## config.mk

```make
export PLATFORM = sky130hd
export DESIGN_NAME = uart_reg_decoder
export DESIGN_NICKNAME = d
export VERILOG_FILES = /design/src/rtl/uart_reg_decoder_pkg.sv /design/src/rtl/uart_map_fsm.sv /design/src/rtl/uart_addr_decode.sv /design/src/rtl/uart_divisor_latch.sv /design/src/rtl/uart_read_mux.sv /design/src/rtl/uart_reg_decoder.sv
export SDC_FILE = /design/constraint.sdc
export NUM_CORES = 1
export LEC_CHECK = 0
export CAP_MARGIN = 20
export CORE_MARGIN = 2
export CORE_UTILIZATION = 35
export DETAILED_ROUTE_END_ITERATION = 12
export GPL_TIMING_DRIVEN = 0
export HOLD_SLACK_MARGIN = 0.15
export PLACE_DENSITY = 0.86
export RECOVER_POWER = 100
export SYNTH_ARGS = -nofsm -noshare
export SYNTH_HDL_FRONTEND = slang
export SYNTH_SLANG_ARGS = --single-unit
```

## constraint.sdc

```tcl
create_clock -name clk -period 3.7 [get_ports clk]
set_clock_uncertainty 0.15 [all_clocks]
set_input_delay 0.555 -clock clk [delete_from_list [all_inputs] [get_ports clk]]
set_output_delay 0.555 -clock clk [all_outputs]
set_load 0.02 [all_outputs]
```

## src/rtl/uart_reg_decoder_pkg.sv

```systemverilog
package uart_reg_decoder_pkg;

    typedef enum logic {
        MAP_DATA    = 1'b0,
        MAP_DIVISOR = 1'b1
    } map_state_e;

    typedef enum logic [2:0] {
        TGT_NONE   = 3'd0,
        TGT_FIFO   = 3'd1,
        TGT_IEN    = 3'd2,
        TGT_DIV_LO = 3'd3,
        TGT_DIV_HI = 3'd4,
        TGT_LINE   = 3'd5
    } target_e;

endpackage

```

## src/rtl/uart_map_fsm.sv

```systemverilog
module uart_map_fsm
    import uart_reg_decoder_pkg::*;
(
    input  logic clk,
    input  logic rst_n,
    input  logic line_wr,
    input  logic sel_bit,
    output logic divisor_map
);

    map_state_e state_q, state_d;

    // next state: T_OPEN_DIVISOR, T_CLOSE_DIVISOR, T_HOLD
    always_comb begin
        state_d = state_q;
        unique case (state_q)
            MAP_DATA:    if (line_wr && sel_bit)  state_d = MAP_DIVISOR;
            MAP_DIVISOR: if (line_wr && !sel_bit) state_d = MAP_DATA;
            default:     state_d = MAP_DATA;
        endcase
    end

    always_ff @(posedge clk or negedge rst_n) begin
        if (!rst_n) state_q <= MAP_DATA;
        else        state_q <= state_d;
    end

    always_comb begin
        unique case (state_q)
            MAP_DIVISOR: divisor_map = 1'b1;
            default:     divisor_map = 1'b0;
        endcase
    end

    AST_MAP_FOLLOWS_WRITE: assert property (@(posedge clk) disable iff (!rst_n)
        line_wr |=> (divisor_map == $past(sel_bit))) else $error("map state mismatch");

    AST_MAP_HOLDS: assert property (@(posedge clk) disable iff (!rst_n)
        !line_wr |=> $stable(divisor_map)) else $error("map changed without write");

endmodule

```

## src/rtl/uart_addr_decode.sv

```systemverilog
module uart_addr_decode
    import uart_reg_decoder_pkg::*;
#(
    parameter int ADDR_W = 8,
    parameter logic [ADDR_W-1:0] OFF_DATA = 8'h80,
    parameter logic [ADDR_W-1:0] OFF_CTRL = 8'h84,
    parameter logic [ADDR_W-1:0] OFF_LINE = 8'h8C
)(
    input  logic [ADDR_W-1:0] addr,
    input  logic              wr_en,
    input  logic              rd_en,
    input  logic              divisor_map,
    output target_e           target,
    output logic              is_write,
    output logic              is_read
);

    always_comb begin
        is_write = wr_en;
        is_read  = rd_en && !wr_en;
        target   = TGT_NONE;
        if (wr_en || rd_en) begin
            if (addr == OFF_LINE)      target = TGT_LINE;
            else if (addr == OFF_DATA) target = divisor_map ? TGT_DIV_LO : TGT_FIFO;
            else if (addr == OFF_CTRL) target = divisor_map ? TGT_DIV_HI : TGT_IEN;
        end
    end

endmodule

```

## src/rtl/uart_divisor_latch.sv

```systemverilog
module uart_divisor_latch #(
    parameter int REG_W = 8,
    localparam int DIV_W = 2 * REG_W
)(
    input  logic             clk,
    input  logic             rst_n,
    input  logic             wr_lo,
    input  logic             wr_hi,
    input  logic [REG_W-1:0] wbyte,
    output logic [DIV_W-1:0] div_value
);

    logic [REG_W-1:0] byte_q [2];
    logic [1:0]       wr_sel;

    assign wr_sel = {wr_hi, wr_lo};

    for (genvar i = 0; i < 2; i++) begin : g_byte
        always_ff @(posedge clk or negedge rst_n) begin
            if (!rst_n)         byte_q[i] <= '0;
            else if (wr_sel[i]) byte_q[i] <= wbyte;
        end
        assign div_value[i*REG_W +: REG_W] = byte_q[i];
    end

    AST_DIV_ONE_WRITE: assert property (@(posedge clk) disable iff (!rst_n)
        !(wr_lo && wr_hi)) else $error("two divisor writes");

    AST_DIV_STABLE: assert property (@(posedge clk) disable iff (!rst_n)
        !(wr_lo || wr_hi) |=> $stable(div_value)) else $error("divisor drift");

endmodule

```

## src/rtl/uart_read_mux.sv

```systemverilog
module uart_read_mux
    import uart_reg_decoder_pkg::*;
#(
    parameter int DATA_W = 32,
    parameter int REG_W  = 8,
    localparam int DIV_W = 2 * REG_W
)(
    input  target_e           target,
    input  logic              is_read,
    input  logic [REG_W-1:0]  rx_byte,
    input  logic [REG_W-1:0]  ien_value,
    input  logic [REG_W-1:0]  line_ctrl,
    input  logic [DIV_W-1:0]  div_value,
    output logic [DATA_W-1:0] rdata
);

    logic [REG_W-1:0] sel_byte;

    always_comb begin
        sel_byte = '0;
        if (is_read) begin
            unique case (target)
                TGT_FIFO:   sel_byte = rx_byte;
                TGT_IEN:    sel_byte = ien_value;
                TGT_DIV_LO: sel_byte = div_value[REG_W-1:0];
                TGT_DIV_HI: sel_byte = div_value[DIV_W-1:REG_W];
                TGT_LINE:   sel_byte = line_ctrl;
                default:    sel_byte = '0;
            endcase
        end
        rdata = {{(DATA_W-REG_W){1'b0}}, sel_byte};
    end

endmodule

```

## src/rtl/uart_reg_decoder.sv

```systemverilog
module uart_reg_decoder
    import uart_reg_decoder_pkg::*;
#(
    parameter int ADDR_W = 8,
    parameter int DATA_W = 32,
    parameter int REG_W  = 8,
    parameter logic [ADDR_W-1:0] OFF_DATA = 8'h80,
    parameter logic [ADDR_W-1:0] OFF_CTRL = 8'h84,
    parameter logic [ADDR_W-1:0] OFF_LINE = 8'h8C,
    localparam int DIV_W = 2 * REG_W
)(
    input  logic              clk,
    input  logic              rst_n,
    input  logic [ADDR_W-1:0] addr,
    input  logic              wr_en,
    input  logic              rd_en,
    input  logic [DATA_W-1:0] wdata,
    output logic [DATA_W-1:0] rdata,
    input  logic [REG_W-1:0]  rx_byte,
    output logic              rx_pop,
    output logic              tx_push,
    output logic [REG_W-1:0]  tx_byte,
    input  logic [REG_W-1:0]  ien_value,
    output logic              ien_wr,
    output logic [REG_W-1:0]  ien_byte,
    output logic [REG_W-1:0]  line_ctrl,
    output logic [DIV_W-1:0]  div_value
);

    target_e          target;
    logic             is_write, is_read;
    logic             divisor_map;
    logic             line_wr;
    logic [REG_W-2:0] line_low_q;
    logic [REG_W-1:0] wbyte;

    assign wbyte = wdata[REG_W-1:0];

    uart_addr_decode #(
        .ADDR_W(ADDR_W), .OFF_DATA(OFF_DATA), .OFF_CTRL(OFF_CTRL), .OFF_LINE(OFF_LINE)
    ) u_decode (
        .addr(addr), .wr_en(wr_en), .rd_en(rd_en), .divisor_map(divisor_map),
        .target(target), .is_write(is_write), .is_read(is_read)
    );

    assign line_wr = is_write && (target == TGT_LINE);

    uart_map_fsm u_map (
        .clk(clk), .rst_n(rst_n), .line_wr(line_wr),
        .sel_bit(wbyte[REG_W-1]), .divisor_map(divisor_map)
    );

    always_ff @(posedge clk or negedge rst_n) begin
        if (!rst_n)       line_low_q <= '0;
        else if (line_wr) line_low_q <= wbyte[REG_W-2:0];
    end

    assign line_ctrl = {divisor_map, line_low_q};

    uart_divisor_latch #(.REG_W(REG_W)) u_div (
        .clk(clk), .rst_n(rst_n),
        .wr_lo(is_write && (target == TGT_DIV_LO)),
        .wr_hi(is_write && (target == TGT_DIV_HI)),
        .wbyte(wbyte), .div_value(div_value)
    );

    always_comb begin
        tx_push = is_write && (target == TGT_FIFO);
        rx_pop  = is_read  && (target == TGT_FIFO);
        ien_wr  = is_write && (target == TGT_IEN);
    end

    assign tx_byte  = wbyte;
    assign ien_byte = wbyte;

    uart_read_mux #(.DATA_W(DATA_W), .REG_W(REG_W)) u_rmux (
        .target(target), .is_read(is_read), .rx_byte(rx_byte), .ien_value(ien_value),
        .line_ctrl(line_ctrl), .div_value(div_value), .rdata(rdata)
    );

    AST_ONE_STROBE: assert property (@(posedge clk) disable iff (!rst_n)
        $onehot0({tx_push, rx_pop, ien_wr})) else $error("strobe overlap");

    AST_NO_POP_ON_WRITE: assert property (@(posedge clk) disable iff (!rst_n)
        wr_en |-> !rx_pop) else $error("pop during write");

    AST_DIVMAP_QUIET: assert property (@(posedge clk) disable iff (!rst_n)
        line_ctrl[REG_W-1] |-> !(tx_push || rx_pop || ien_wr)) else $error("data strobe in divisor map");

    AST_UPPER_ZERO: assert property (@(posedge clk) disable iff (!rst_n)
        rdata[DATA_W-1:REG_W] == '0) else $error("upper read bits set");

    AST_LINE_LOAD: assert property (@(posedge clk) disable iff (!rst_n)
        (wr_en && addr == OFF_LINE) |=> line_ctrl == $past(wdata[REG_W-1:0])) else $error("line byte load");

    AST_LINE_STABLE: assert property (@(posedge clk) disable iff (!rst_n)
        !wr_en |=> $stable(line_ctrl)) else $error("line byte drift");

endmodule

```

# Word-level counts from Yosys, hierarchy flattened
# Index checks and enable logic that the tools add are counted.
[op_classes]
n_mux = 12
bitwise = 1
n_reduce_logical = 12
n_eq_ne = 8
[op_table]
columns = ["cell", "n"]
rows = [
  ["8-bit case mux with 5 select lines", 1],
  ["8-bit equality test (second input constant)", 3],
  ["3-bit 2-to-1 mux", 5],
  ["1-bit logical AND", 9],
  ["8-bit 2-to-1 mux", 1],
  ["3-bit by 2-bit equality test with 1-bit output (second input constant)", 2],
  ["3-bit equality test (second input constant)", 2],
  ["3-bit by 1-bit equality test with 1-bit output (second input constant)", 1],
  ["1-bit 2-to-1 mux", 3],
  ["1-bit zero test", 2],
  ["2-bit 2-to-1 mux", 1],
  ["1-bit case mux with 2 select lines", 1],
  ["1-bit logical OR", 1],
  ["1-bit NOT", 1],
]
[totals]
reg_bits = 24
out_inout_bits = 75
word_cells = 37

# Longest topological paths before layout
[depth]
word_depth = 11
depth_mapped = 6

# By module
# From an unflattened synthesis, not the netlist that was laid out.
[hier_totals]
cells_unflattened = 154
area_unflattened_um2 = 1764.2
[modules_own_cells]
columns = ["module", "area_per_inst_um2", "cells_each", "n_inst"]
rows = [
  ["uart_divisor_latch", 663.1, 34, 1],
  ["uart_read_mux", 519.2, 67, 1],
  ["uart_reg_decoder", 462.9, 40, 1],
  ["uart_addr_decode", 78.8, 11, 1],
  ["uart_map_fsm", 40.0, 2, 1],
]

# Worst setup path before layout
# No wires, ideal clock.
[synth_path]
path_type = "input-to-output"
startpoint = "in addr[5]"
endpoint = "out rdata[0]"
t_required_ps = 2995
arrival_ps = 2063
stages = 4
path_slack_ps = 932
cell_sequence = "or4b_4 -> nor4_1 -> nand2_1 -> o22ai_1"
[synth_via]
elab_chain_cells = 8
[synth_lines]
columns = ["item", "line", "text"]
rows = [
  ["from (decl)", "uart_reg_decoder.sv:14", "input logic [ADDR_W-1:0] addr,"],
  ["8-bit equality test", "uart_addr_decode.sv:25", "else if (addr == OFF_CTRL) target = divisor_map ? TGT_DIV_HI : TGT_IEN;"],
  ["3-bit 2-to-1 mux", "uart_addr_decode.sv:25", ""],
  ["3-bit 2-to-1 mux", "uart_addr_decode.sv:24", "else if (addr == OFF_DATA) target = divisor_map ? TGT_DIV_LO : TGT_FIFO;"],
  ["3-bit 2-to-1 mux (*)", "uart_addr_decode.sv:23", "if (addr == OFF_LINE) target = TGT_LINE;"],
  ["3-bit 2-to-1 mux (*)", "uart_addr_decode.sv:22", "if (wr_en || rd_en) begin"],
  ["3-bit equality test (tied with other cells)", "uart_read_mux.sv:22", "unique case (target)"],
  ["8-bit case mux with 5 select lines (*)", "uart_read_mux.sv:22", ""],
  ["8-bit 2-to-1 mux (*)", "uart_read_mux.sv:21", "if (is_read) begin"],
  ["to (decl)", "uart_reg_decoder.sv:18", "output logic [DATA_W-1:0] rdata,"],
]
# Every way passes the cells marked *; elsewhere a longest branch is shown, timed or not.

# Worst setup path in the final report
[layout_path]
startpoint = "in addr[5]"
endpoint = "out ien_wr"
[layout_via]
elab_chain_cells = 7
[layout_lines]
columns = ["item", "line", "text"]
rows = [
  ["8-bit equality test", "uart_addr_decode.sv:25", ""],
  ["3-bit 2-to-1 mux", "uart_addr_decode.sv:25", ""],
  ["3-bit 2-to-1 mux", "uart_addr_decode.sv:24", ""],
  ["3-bit 2-to-1 mux (*)", "uart_addr_decode.sv:23", ""],
  ["3-bit 2-to-1 mux (*)", "uart_addr_decode.sv:22", ""],
  ["3-bit by 2-bit equality test with 1-bit output (*)", "uart_reg_decoder.sv:70", "ien_wr = is_write && (target == TGT_IEN);"],
  ["1-bit logical AND (*)", "uart_reg_decoder.sv:70", ""],
  ["to (decl)", "uart_reg_decoder.sv:24", "output logic ien_wr,"],
]
# Marked as above.

==> metrics.md <==
| Metric | Value |
|---|---|
| Die Y | about 72 um |
| Total track usage | approximately 17% |
| Vias in the first global route | between 1000 and 1500 |
| Initial antenna violation count | 0 |
| Number of distinct library cells after synthesis | 25 |
| Number of synthesized flops with an enable pin | 0 |
| Tot Pwr | 0.624 mW |
| Drt pass-1 iters | 4 |
| Post-synth top flop | dfrtp_1 |
| Outcome | finished clean |
| Non-filler cells, final | about 320 |
| Top-count cell post-synth | buf_4 |
| Hold slack | about 0.38 ns |
| Critical path buffer and inverter count | 2 |
| Tmin final | between 3 and 4 ns |
| Hold Startpoint | u_div.div_value[8] |
| Design area | roughly 2700 um^2 |
| Largest net degree at the start of global routing | 25 |
| CP Max Fanout | 5 |
| Syn Area/Cell | 10.8 um^2 |
| Crit-path slowest cell | dlygate4sd3_1 |
| DR WL/cell | around 15 um |
| Synth Register Bits | 24 |
| Dpl cells | 312 |
| Max Clock Freq | roughly 280 MHz |
| Clk buf depth | 2 |
| WL final | approximately 4600 um |
| Clock Latency Late Sink | between 0.2 and 0.3 ns |
| Synth area leader | dfrtp_1 |
| Final ANT Viol Nets | 0 |
| Die Area | between 5000 and 6000 um^2 |
| Vias after detailed routing | ~1400 |
| Layout area overhead | 63.1% |
| TritonCTS clock tree | done |
| Hold Crit Class | reg -> reg |
| Count of warnings emitted by yosys | 0 |
| Ys async rst share | 100% |
| Via density | between 4 and 5 |
| Clock slew at reported path FFs | 0.08 ns |
| Hpwl dp | about 3500 um |
| Top delay family on crit path | simple AND/OR/NAND/NOR gates |
| Max Slew Vio Count | 0 |
| Layout Nets | between 300 and 400 |
| Max cap viols | 0 |
| Count of final hold-check violations | 0 |
| Most frequent cells after synthesis | buf_4, dfrtp_1, mux2_2, mux2i_1, nor2_1 |
| Type of origin of the critical path | primary input |
| Synth top area share | a little under two fifths |
| Starting Density | ~37% |
| Max_slew headroom | a little under 40% |
| Synthesized area | ~1600 um^2 |
| Crit share post-route | between 90% and 100% |
| Crit-path cells | clkdlybuf4s50_1 -> or4b_1 -> nor4b_4 -> and3_2 -> dlygate4sd3_1 |
| First-pass GRT wire length | 6830 um |
| Pwr/cell area | roughly 240 nW/um^2 |
| Rows | 24 |
| GPL Wtd Cong | ~0.70 |
| Final Setup Violations | 0 |
| Ant. Diodes | 0 |
| Core Util, Final | approximately 60% |
| H-tree depth | 1 |
| Worst endpoint data arrival time | around 2.9 ns |
| Synth Instances | ~150 |
| IR Drop Worst-Case VDD | ~0.15 mV |
| CTS Buf Count | 3 |
| Clk root buf | clkbuf_8 |
| DP Area | ~2600 um^2 |
| Ranking of synthesized cells by area | dfrtp_1, buf_4, mux2_2 |
| WS Path Type | in -> out |
| Least-Margin Pin Slew | just over 0.9 ns |
| Worst path required time | ~3 ns |
| I/O pin total | 135 |
| Die X | around 72 um |
| Leakage | between 1 and 1.5 nW |
| Sink Count | 24 |
| # hold bufs at CTS | 0 |
| RSZ-0062 raised after global routing | false |
| Crit path largest cell delay | between 0.6 and 0.7 ns |
| Global route overflow | 0 |
| Core Box Area | around 4400 um^2 |
| Initial DRC Count | 32 |
| Remaining DRCs | 0 |
| Seq/Total Area, Yosys | between 30% and 40% |
| Share of layout cells above drive strength 1 | between 20% and 30% |
| CP Launch Point | addr[5] |
| Port-buffer cells | 86 |
| Critical Path End Type | primary output |
-- routing by layer --
metal | wire (um) | global-route usage, % | part of all wire [%] | up-vias
met2 | 2370 | 30.4 | 51 | 70
li1 | - | - | - | 695
met3 | 446 | 4.17 | 9.6 | 2
met1 | 1810 | 20.8 | 39 | 667
met5 | 0 | 0 | 0 | -
met4 | 14 | 2.52 | 0.30 | 0
-- worst paths after layout --
kind / slack [ns] / to / cells after the start
setup / recovery: 0.14 / ien_wr / 5
hold / removal: 0.38 / u_div.div_value[8] / 1
setup reg to reg: 1.86 / u_div.div_value[10] / 4
hold reg to reg: 0.38 / u_div.div_value[8] / 1
max in group asynchronous: 1.78 / line_low_q[2] / 2
min in group asynchronous: 0.48 / u_div.div_value[1] / 1
-- report_power, final --
part | switching [mW] | internal [mW] | total, mW
clock | 0.0798 | 0.0948 | 0.175
sequential | 0.00308 | 0.267 | 0.270
combinational | 0.0854 | 0.0939 | 0.179
total | 0.168 | 0.455 | 0.624
-- logic make-up (layout without fill, tap and decap cells) --
family | Yosys count | in the layout | synth area share, %
buffers and inverters | 47 | 137 | 20.9
multiplexers | 39 | 39 | 25.9
flip-flops | 24 | 24 | 37.0
AND/OR/NAND/NOR | 22 | 22 | 9.55
AO/OA/AOI/OAI | 17 | 17 | 6.01
other | 1 | 24 | 0.231
XOR/XNOR | 1 | 1 | 0.539
-- sequential cells by signal, indices dropped and copies added (netlist names), named ones only --
register	cells
u_div.div_value	16
line_low_q	7
-- stage by stage --
stage                     TNS (ns)  setup WS (ns)
after floorplan                  0          0.932
after global placement       -1.30         -0.176
after detailed placement     -1.67         -0.234
after CTS                        0         0.0459
after global routing             0         0.0833
final                            0          0.142
-- area by class of cell --
class,count,area (um^2)
Tap cell,52,65.1
Multi-Input combinational cell,103,779
Buffer,46,328
Sequential cell,24,601
Timing Repair Buffer,87,823
Fill cell,381,1760
Clock buffer,4,55.1
-- repair_timing --
item / in CTS / in global routing
endpoints found under the setup margin: 8 / 8
gates resized for setup: 5 / 8
buffers inserted: 0 / 0
-- cells in the final DEF (no fill, tap or decap), types with 2 or more instances in the layout --
cell type / count
dlygate4sd3_1: 43
buf_4: 41
clkdlybuf4s50_1: 35
mux2_2: 24
dfrtp_1: 24
conb_1: 24
mux2i_1: 15
clkbuf_1: 11
nor2_1: 9
a21oi_1: 8
o22ai_1: 8
clkbuf_8: 4
nand3_1: 2
Power figures use the tool's default switching activity.
